$ cat config.mk
export PLATFORM = sky130hd
export DESIGN_NAME = qr_gate_timer
export DESIGN_NICKNAME = d
export VERILOG_FILES = /design/src/rtl/qrc_pkg.sv /design/src/rtl/zcd_edge.sv /design/src/rtl/off_time_mux.sv /design/src/rtl/restart_watch.sv /design/src/rtl/qr_gate_timer.sv
export SDC_FILE = /design/constraint.sdc
export NUM_CORES = 1
export LEC_CHECK = 0
export CORE_MARGIN = 3
export CORE_UTILIZATION = 40
export DETAILED_ROUTE_END_ITERATION = 16
export DONT_BUFFER_PORTS = 1
export GPL_ROUTABILITY_DRIVEN = 0
export HOLD_SLACK_MARGIN = 0.06
export MAX_ROUTING_LAYER = met4
export SLEW_MARGIN = 10
export SYNTH_ARGS = -nofsm -noshare
export SYNTH_HDL_FRONTEND = slang
export SYNTH_SLANG_ARGS = --single-unit
$ cat constraint.sdc
create_clock -name clk -period 4.91 [get_ports clk]
set_clock_uncertainty 0.15 [all_clocks]
set_input_delay 0.2455 -clock clk [delete_from_list [all_inputs] [get_ports clk]]
set_output_delay 0.2455 -clock clk [all_outputs]
set_load 0.03 [all_outputs]
$ cat src/rtl/qrc_pkg.sv
package qrc_pkg;

    typedef enum logic [2:0] {
        ST_IDLE     = 3'd0,
        ST_ON_BLANK = 3'd1,
        ST_ON       = 3'd2,
        ST_OFF_MIN  = 3'd3,
        ST_WAIT_ZCD = 3'd4
    } qrc_state_e;

    typedef enum logic [1:0] {
        CLAMP_NONE  = 2'b00,
        CLAMP_FIXED = 2'b01,
        CLAMP_ADJ   = 2'b10,
        CLAMP_ALT   = 2'b11
    } clamp_mode_e;

endpackage

$ cat src/rtl/zcd_edge.sv
module zcd_edge #(
    parameter int SYNC_STAGES = 2
) (
    input  logic clk,
    input  logic rst_n,
    input  logic raw_in,
    output logic rise_pulse
);
    // The stages are the synchronizer, then one extra flop that holds the previous value.
    logic [SYNC_STAGES:0] sh_q;
    logic [SYNC_STAGES:0] sh_d;

    always_comb begin
        sh_d = {sh_q[SYNC_STAGES-1:0], raw_in};
    end

    always_ff @(posedge clk or negedge rst_n) begin
        if (!rst_n) sh_q <= '0;
        else        sh_q <= sh_d;
    end

    assign rise_pulse = sh_q[SYNC_STAGES-1] & ~sh_q[SYNC_STAGES];
endmodule

$ cat src/rtl/off_time_mux.sv
module off_time_mux
    import qrc_pkg::*;
#(
    parameter int CNT_W     = 16,
    parameter int FIXED_OFF = 690
) (
    input  logic [1:0]       mode,
    input  logic [CNT_W-1:0] adj_len,
    output logic [CNT_W-1:0] off_len
);
    localparam logic [CNT_W-1:0] FIXED_LEN = CNT_W'(FIXED_OFF);

    always_comb begin
        unique case (clamp_mode_e'(mode))
            CLAMP_NONE: off_len = '0;
            CLAMP_ADJ:  off_len = adj_len;
            default:    off_len = FIXED_LEN;
        endcase
    end
endmodule

$ cat src/rtl/restart_watch.sv
module restart_watch #(
    parameter int LIMIT = 1000
) (
    input  logic clk,
    input  logic rst_n,
    input  logic armed,
    output logic fire
);
    localparam int W = $clog2(LIMIT + 1);
    localparam logic [W-1:0] LAST = W'(LIMIT - 1);

    logic [W-1:0] cnt_q;
    logic [W-1:0] cnt_d;

    always_comb begin
        if (!armed)           cnt_d = '0;
        else if (cnt_q == LAST) cnt_d = cnt_q;
        else                  cnt_d = cnt_q + 1'b1;
    end

    always_ff @(posedge clk or negedge rst_n) begin
        if (!rst_n) cnt_q <= '0;
        else        cnt_q <= cnt_d;
    end

    assign fire = armed && (cnt_q == LAST);
endmodule

$ cat src/rtl/qr_gate_timer.sv
module qr_gate_timer
    import qrc_pkg::*;
#(
    parameter int CNT_W       = 16,
    parameter int BLANK_CYC   = 25,
    parameter int FIXED_OFF   = 690,
    parameter int RESTART_CYC = 1000,
    parameter int SYNC_STAGES = 2
) (
    input  logic             clk,
    input  logic             rst_n,
    input  logic             zcd_raw,
    input  logic             cs_trip,
    input  logic             uvlo,
    input  logic             otp,
    input  logic [1:0]       clamp_mode,
    input  logic [CNT_W-1:0] off_adj,
    output logic             gate_on,
    output logic [2:0]       fsm_state
);
    localparam logic [CNT_W-1:0] BLANK_LOAD = CNT_W'(BLANK_CYC - 1);

    typedef struct packed {
        qrc_state_e       st;
        logic [CNT_W-1:0] tmr;
    } ctl_t;

    ctl_t ctl_q, ctl_d;

    logic             zcd_rise;
    logic             restart_fire;
    logic             fault;
    logic [CNT_W-1:0] off_len;

    assign fault = uvlo | otp;

    zcd_edge #(.SYNC_STAGES(SYNC_STAGES)) u_zcd (
        .clk        (clk),
        .rst_n      (rst_n),
        .raw_in     (zcd_raw),
        .rise_pulse (zcd_rise)
    );

    off_time_mux #(.CNT_W(CNT_W), .FIXED_OFF(FIXED_OFF)) u_off (
        .mode    (clamp_mode),
        .adj_len (off_adj),
        .off_len (off_len)
    );

    restart_watch #(.LIMIT(RESTART_CYC)) u_rst_watch (
        .clk   (clk),
        .rst_n (rst_n),
        .armed ((ctl_q.st == ST_IDLE) && !fault),
        .fire  (restart_fire)
    );

    always_comb begin
        ctl_d = ctl_q;
        unique case (ctl_q.st)
            ST_IDLE: begin
                if (zcd_rise || restart_fire) begin
                    ctl_d.st  = ST_ON_BLANK;
                    ctl_d.tmr = BLANK_LOAD;
                end
            end
            ST_ON_BLANK: begin
                if (ctl_q.tmr != '0) begin
                    ctl_d.tmr = ctl_q.tmr - 1'b1;
                end else if (cs_trip) begin
                    ctl_d.st  = (off_len == '0) ? ST_WAIT_ZCD : ST_OFF_MIN;
                    ctl_d.tmr = off_len - 1'b1;
                end else begin
                    ctl_d.st  = ST_ON;
                end
            end
            ST_ON: begin
                if (cs_trip) begin
                    ctl_d.st  = (off_len == '0) ? ST_WAIT_ZCD : ST_OFF_MIN;
                    ctl_d.tmr = off_len - 1'b1;
                end
            end
            ST_OFF_MIN: begin
                // Zero-crossing edges are deliberately not consulted here.
                if (ctl_q.tmr == '0) ctl_d.st  = ST_WAIT_ZCD;
                else                 ctl_d.tmr = ctl_q.tmr - 1'b1;
            end
            ST_WAIT_ZCD: begin
                if (zcd_rise) begin
                    ctl_d.st  = ST_ON_BLANK;
                    ctl_d.tmr = BLANK_LOAD;
                end
            end
            default: begin
                ctl_d.st  = ST_IDLE;
                ctl_d.tmr = '0;
            end
        endcase
        if (fault) begin
            ctl_d.st  = ST_IDLE;
            ctl_d.tmr = '0;
        end
    end

    always_ff @(posedge clk or negedge rst_n) begin
        if (!rst_n) begin
            ctl_q.st  <= ST_IDLE;
            ctl_q.tmr <= '0;
        end else begin
            ctl_q <= ctl_d;
        end
    end

    assign gate_on   = ((ctl_q.st == ST_ON_BLANK) || (ctl_q.st == ST_ON)) && !fault;
    assign fsm_state = ctl_q.st;
endmodule

==> flow_summary.toml, run 1 <==
[detailed_routing]
ant_nets = 0
drc = 0
vias = 2314
wl_um = 6340
drt_iter0_markers = 185
wl_per_cell_um = 17.4
via_per_inst = 6.34
first_pass_iters = 5

[synthesis]
ys_warn_count = 0
syn_nets = 316
synth_edf_count = 0
synth_cells = 289
async_flop_share = 1.00
synth_ff_type = "dfrtp_1"
avgSynthCellArea_um2 = 8.22
synthesis.area_um2 = 2370
ys_ff_latch = 32
synth-seq-area-share = 0.337
ys_types = 57

[sta]
fin_crit_ns = 2.91
finalMaxSlewViolations = 0
fmax_ghz = 0.343
setup-tns-final_ns = 0
rsz0062_at_grt = "false"
fin_crit_sh = 0.594
worst_pin_slew_ns = 0.699
max-slew-margin-rel = 0.534
finalSetupViolCount = 0
hold_viol_final = 0

[setup_path]
crit_buf_inv = 0
worst-path-max-fanout = 16
endpoint_kind = "register"
worstSetupStartpointType = "register"
max_stage_delay_ns = 0.64
crit_arrival_ns = 2.94
path_delay_family = "simple AND/OR/NAND/NOR gates"
critPathKind = "reg -> reg"
cp_data_required_time_ns = 4.93
path_cells = "or4bb_1, nor4_4, o21ai_1, nor2_1, o21ai_0, a22o_1"
worst_path_max_delay_cell = "dfrtp_1"

[clock_network]
htree_levels = 2
cts_resized = 0
worstSkewPairLatency_ns = 0.28
cts_tree = "yes"
cts_setup_buffers = 0
root_buffer = "clkbuf_8"
cts_buffers = 5
numClockSinks = 32
cts_buffer_depth = 2
cts_hold_buffers = 5
clkTransAtPathRegs_ns = 0.07

[run]
drv_cap = 0

[finish]
syn_to_final_growth_pct = 8.27
antenna_cells = 0
fin_area_um2 = 2570
finalNetCount = 319
drive_gt1_frac = 0.0648

[placement]
dpl.hpwl_um = 4710
portBuffers = 0
post_dp_cell_area_um2 = 2420

[global_routing]
grt_antenna_before_repair = 0
track_usage = 0.186
grt_pass1_wl_um = 10300
grt_max_degree = 33
globalRouteOverflowTotal = 0
grt_pass1_vias = 2061

[floorplanning]
num_rows = 27
design.core.area_um2 = 5640
die_w_um = 83.1
die_h_um = 83.1
start_util = 0.421
io_pins = 28
dieArea_um2 = 6900

[power]
ir_worst_vdd_mv = 0.179
power.leakage_nw = 1.02
p_per_area_nw_per_um2 = 300
power_uw = 771

[min_path]
hold_class = "in -> reg"

[status]
outcome = "finished clean"
## state kept, by name (all words and copies together), names as in the netlist
signal             cells
ctl_q                 16
fsm_state              3
u_rst_watch.cnt_q     10
u_zcd.sh_q             3
## synth_stat cells, types with 4 or more instances
master / instances / area, um^2
nor2_1: 23 / 86.3
o21ai_1: 4 / 20.0
nand2b_1: 8 / 50.1
inv_1: 10 / 37.5
nand2_1: 21 / 78.8
o21ai_0: 24 / 120
o211ai_1: 4 / 30.0
dfrtp_1: 32 / 801
nor3_1: 18 / 90.1
xnor2_1: 4 / 35.0
xor2_1: 9 / 78.8
or4_1: 5 / 37.5
clkbuf_1: 4 / 15.0
or3_1: 9 / 56.3
a22o_1: 7 / 61.3
nor4_1: 7 / 43.8
a21o_1: 4 / 30.0
nand3_1: 12 / 60.1
a21oi_1: 17 / 85.1
## cell usage in the layout (no fill, tap or decap), drive strengths merged, types with 2 or more instances in the layout
| master | netlist | layout |
|---|---|---|
| a211oi | 3 | 3 |
| inv | 10 | 10 |
| a21oi | 17 | 17 |
| o22ai | 2 | 2 |
| ha | 3 | 3 |
| nor3 | 19 | 19 |
| a22oi | 3 | 3 |
| a31oi | 3 | 3 |
| a211o | 2 | 2 |
| o221ai | 3 | 3 |
| nand2 | 23 | 23 |
| clkbuf | 4 | 8 |
| o21ai | 28 | 28 |
| nor4 | 8 | 8 |
| mux2i | 2 | 2 |
| o32ai | 3 | 3 |
| or3 | 10 | 10 |
| nor3b | 3 | 3 |
| and2 | 2 | 2 |
| xnor2 | 4 | 4 |
| o211ai | 4 | 4 |
| nand3 | 12 | 12 |
| o22a | 2 | 2 |
| nand4 | 3 | 3 |
| buf | 6 | 2 |
| and3 | 2 | 2 |
| or2 | 4 | 4 |
| dfrtp | 32 | 32 |
| dlygate4sd3 | 0 | 4 |
| a21o | 4 | 4 |
| or4 | 5 | 5 |
| o2bb2ai | 2 | 2 |
| a22o | 7 | 7 |
| nor2 | 24 | 24 |
| xor2 | 9 | 9 |
| nand2b | 8 | 8 |
## where the power goes
group / internal (mW) / total (mW) / leakage [nW] / switching (mW)
clock: 0.114 / 0.212 / 0.0455 / 0.0973
sequential: 0.279 / 0.306 / 0.435 / 0.0269
combinational: 0.0968 / 0.254 / 0.538 / 0.157
## worst reg2reg max path: stages (launching register included)
cell,delay (ns)
dfrtp_1,0.64
or4bb_1,0.65
nor4_4,0.28
o21ai_1,0.22
nor2_1,0.42
o21ai_0,0.19
a22o_1,0.26
## cell type report
class                           count  area (um^2)
Fill cell                         543         3070
Multi-Input combinational cell    236         1480
Sequential cell                    32          801
Clock buffer                        8         90.1
Tap cell                           72         90.1
Timing Repair Buffer                6         67.6
Inverter                           11         41.3
## final timing paths
check                      depth (start not counted)             to  slack [ns]          start
min                                                2      ctl_q[14]        0.06    off_adj[14]
max reg2reg                                        6       ctl_q[8]        2.00   fsm_state[0]
min in group asynchronous                          2       ctl_q[0]        0.26          rst_n
min reg2reg                                        0  u_zcd.sh_q[1]        0.20  u_zcd.sh_q[0]
max                                                6       ctl_q[8]        2.00   fsm_state[0]
max in group asynchronous                          2   fsm_state[1]        4.19          rst_n
## metal layers
layer	part of all wire	global-route usage	up-vias	routed length [um]
met1	0.46	0.252	1124	2940
li1	-	-	1097	-
met5	0	-	-	0
met2	0.46	0.286	78	2930
met3	0.050	0.0357	15	314
met4	0.024	0.0490	0	152
## per-stage QoR
stage	util	setup slack, ns	cells	hold WS, ns
6_report	0.456	2.00	365	0.0648
5_1_grt	0.456	1.82	365	0.0710
4_1_cts	0.456	2.01	365	0.0652
3_5_place_dp	0.429	2.02	352	-0.199
3_3_place_gp	0.429	2.08	352	-0.199
2_1_floorplan	-	2.50	289	-0.200
## cells by family after synthesis
| kind of cell | after synthesis | share of synthesized area |
|---|---|---|
| simple gates | 127 | 0.291 |
| compound gates | 91 | 0.260 |
| flops | 32 | 0.337 |
| buf+inv | 21 | 0.0390 |
| xor+xnor | 13 | 0.0479 |
| fa+ha+maj | 3 | 0.0158 |
| mux | 2 | 0.00843 |
(Power assumes the default switching activity.)
==> inputs of run 2 (changes only) <==
--- a/config.mk
+++ b/config.mk
@@ -5,6 +5,7 @@
 export SDC_FILE = /design/constraint.sdc
 export NUM_CORES = 1
 export LEC_CHECK = 0
+export ABC_AREA = 1
 export CORE_MARGIN = 3
 export CORE_UTILIZATION = 40
 export DETAILED_ROUTE_END_ITERATION = 16
==> constraint.sdc (replaced) <==
create_clock -name clk -period 2.7 [get_ports clk]
set_clock_uncertainty 0.15 [all_clocks]
set_input_delay 0.135 -clock clk [delete_from_list [all_inputs] [get_ports clk]]
set_output_delay 0.135 -clock clk [all_outputs]
set_load 0.03 [all_outputs]
==> run 2 against run 1 <==
Sequential share of layout area decreased by 3.0 points. Critical path type is now in -> reg. Cell count up 35%. Design area increased by 11%. Critical path depth increased by 6. Clock power grew 140%. Non-clock buffer count grew 2. Highest routed layer unchanged. Largest power group is now combinational logic. Clock-buffer cell count is 1 lower. First-iteration DRC count shrank 3.8%.
==> flow_summary.toml, run 2 <==
[setup_path]
worst-path-max-fanout = 16
cp_data_required_time_ns = 2.78
endpoint_kind = "register"
r2r_start = "fsm_state[0]"
rrSetupSlack_ns = 0.41
worst_path_max_delay_cell = "dlygate4sd3_1"
critPathKind = "in -> reg"
rr_endpoint = "ctl_q[14]"
worstSetupStartpointType = "primary input"
path_cells = "dlygate4sd3_1, nor2_4, dlygate4sd3_1, nand2_4, nor2_8, nand3_4, a21oi_4, o21ai_4, nor2_4, buf_12, nand2_1, nand2_1"
crit_arrival_ns = 2.63
max_stage_delay_ns = 0.67
rr_worst_depth = 8

[synthesis]
synth_top_area_frac = 0.308
synth_cells = 410
yosys.area.top_type = "dfrtp_1"
ys_types = 29
async_flop_share = 1.00
synth_ff_type = "dfrtp_1"
synthesis.area_um2 = 2600
synth_most_common_cell = "nand2_1"
avgSynthCellArea_um2 = 6.33
synth-seq-area-share = 0.308
ys_ff_latch = 32
ys_warn_count = 0
synth_commonest_cells = "152 x nand2_1, 50 x nor2_1, 48 x inv_1"
ys_top_cells_by_area = "dfrtp_1 31%, nand2_1 22%, nand3_1 7.7%, nor2_1 7.2%, inv_1 6.9%"
syn_nets = 437
synth_edf_count = 0

[min_path]
hold_depth = 6
min_to = "ctl_q[13]"
min_from = "off_adj[13]"
hold_class = "in -> reg"

[sta]
worst_pin_slew_ns = 0.578
fin_crit_ns = 2.55
max-slew-margin-rel = 0.613
hold_viol_final = 0
finalSetupViolCount = 0
timing.final.ws_setup_ns = 0.146
fmax_ghz = 0.392
finalMaxSlewViolations = 0
hold_ws_ns = 0.0746
fin_crit_sh = 0.946
setup-tns-final_ns = 0

[floorplanning]
design.core.area_um2 = 6100
start_util = 0.426
dieArea_um2 = 7490
num_rows = 28
die_w_um = 86.6
io_pins = 28
die_h_um = 86.6

[global_routing]
grt_pass1_vias = 2383
globalRouteOverflowTotal = 0
grt_max_degree = 33
grt_pass1_wl_um = 11100
track_usage = 0.188
grt_antenna_before_repair = 0

[detailed_routing]
ant_nets = 0
wl_um = 6180
wl_per_cell_um = 12.6
first_pass_iters = 4
drc = 0
drt_iter0_markers = 178
via_per_inst = 5.00
vias = 2462

[finish]
regArea_um2 = 801
layout_common_cells = "152 x nand2_1, 50 x nor2_1, 48 x inv_1, 40 x nand3_1, 32 x dfrtp_1"
top_register = "ctl_q"
drive_gt1_frac = 0.0624
reg.largest.list = "ctl_q (16), u_rst_watch.cnt_q (10)"
finalNetCount = 443
fillers = 661
syn_to_final_growth_pct = 9.78
largest_reg_flops = 16
fin_area_um2 = 2850
multi_input_area_um2 = 1550
layout_commonest_cell = "nand2_1"
stdcell_count = 492
final_core_utilization = 0.468
antenna_cells = 0

[clock_network]
numClockSinks = 32
root_buffer = "clkbuf_8"
cts_resized = 0
worstSkewPairLatency_ns = 0.29
clkTransAtPathRegs_ns = 0.07
cts_tree = "yes"
cts_buffer_depth = 2
htree_levels = 2
cts_buffers = 5

[status]
outcome = "finished clean"

[power]
ir_worst_vdd_mv = 0.283
p_switching_uw = 623
share_comb_of_total_power = 0.350
p_per_area_nw_per_um2 = 585
sw_frac_of_total = 0.373
p_clk_frac = 0.309
power_mw = 1.67
p_int_mw = 1.04
power.leakage_nw = 1.47
power_frac_seq = 0.341

[placement]
post_dp_cell_area_um2 = 2630
dp_cells = 477
portBuffers = 0
dpl.hpwl_um = 4680
dp_slack_ns = 0.420

[run]
drv_cap = 0
-- run 2: cell types whose count changed after synthesis, moves of 8 or more --
cell,before,now
nand2_1,21,152
or3_1,9,0
inv_1,10,48
nor2_1,23,50
nand2b_1,8,0
nor3_1,18,6
nand3_1,12,40
-- run 2: critical path: cells and delay by family --
family / cells / cell delay, ns
AOI/OAI and AO/OA: 2 / 0.32
buffers and inverters: 3 / 1.39
and+or+nand+nor: 7 / 0.78
-- run 2: worst max-delay path by stage --
stage / start / end
finish: uvlo / ctl_q[9]
global route: uvlo / ctl_q[1]
CTS: uvlo / ctl_q[9]
detailed placement: fsm_state[0] / ctl_q[14]
global placement: fsm_state[0] / ctl_q[14]
floorplan: ctl_q[0] / ctl_q[10]
-- run 2: area by class of cell --
type,instances,share of cell area
Timing Repair Buffer,8,0.0342
Sequential cell,32,0.281
Inverter,49,0.0645
Tap cell,75,0.0329
Clock inverter,1,0.0105
Clock buffer,7,0.0338
Multi-Input combinational cell,320,0.543
-- run 2: repair_timing --
item                                    4_1_cts  5_1_grt
setup buffers                                 0        1
hold buffers                                  6        0
endpoints found under the setup margin        0       16
hold endpoints to repair                     44        0
-- run 2: metal layers --
layer / up-vias / wire length (um) / track usage
li1: 1300 / - / -
met1: 1102 / 3110 / 0.265
met2: 52 / 2740 / 0.284
met3: 8 / 252 / 0.0295
met4: 0 / 72 / 0.0453
met5: - / 0 / -
-- run 2: logic make-up after synthesis --
logic type | synth area share
compound gates | 0.0892
xor+xnor | 0.0439
fa+ha+maj | 0.0145
buf+inv | 0.0954
flops | 0.308
simple gates | 0.449
-- run 2: power by group through the flow --
stage	Clock, mW	Sequential [mW]	Combinational, mW
6_report	0.515	0.568	0.584
5_1_grt	0.543	0.575	0.675
4_1_cts	0.523	0.567	0.578
3_5_place_dp	0	0.576	0.555
3_3_place_gp	0	0.576	0.557
2_1_floorplan	0	0.557	0.489
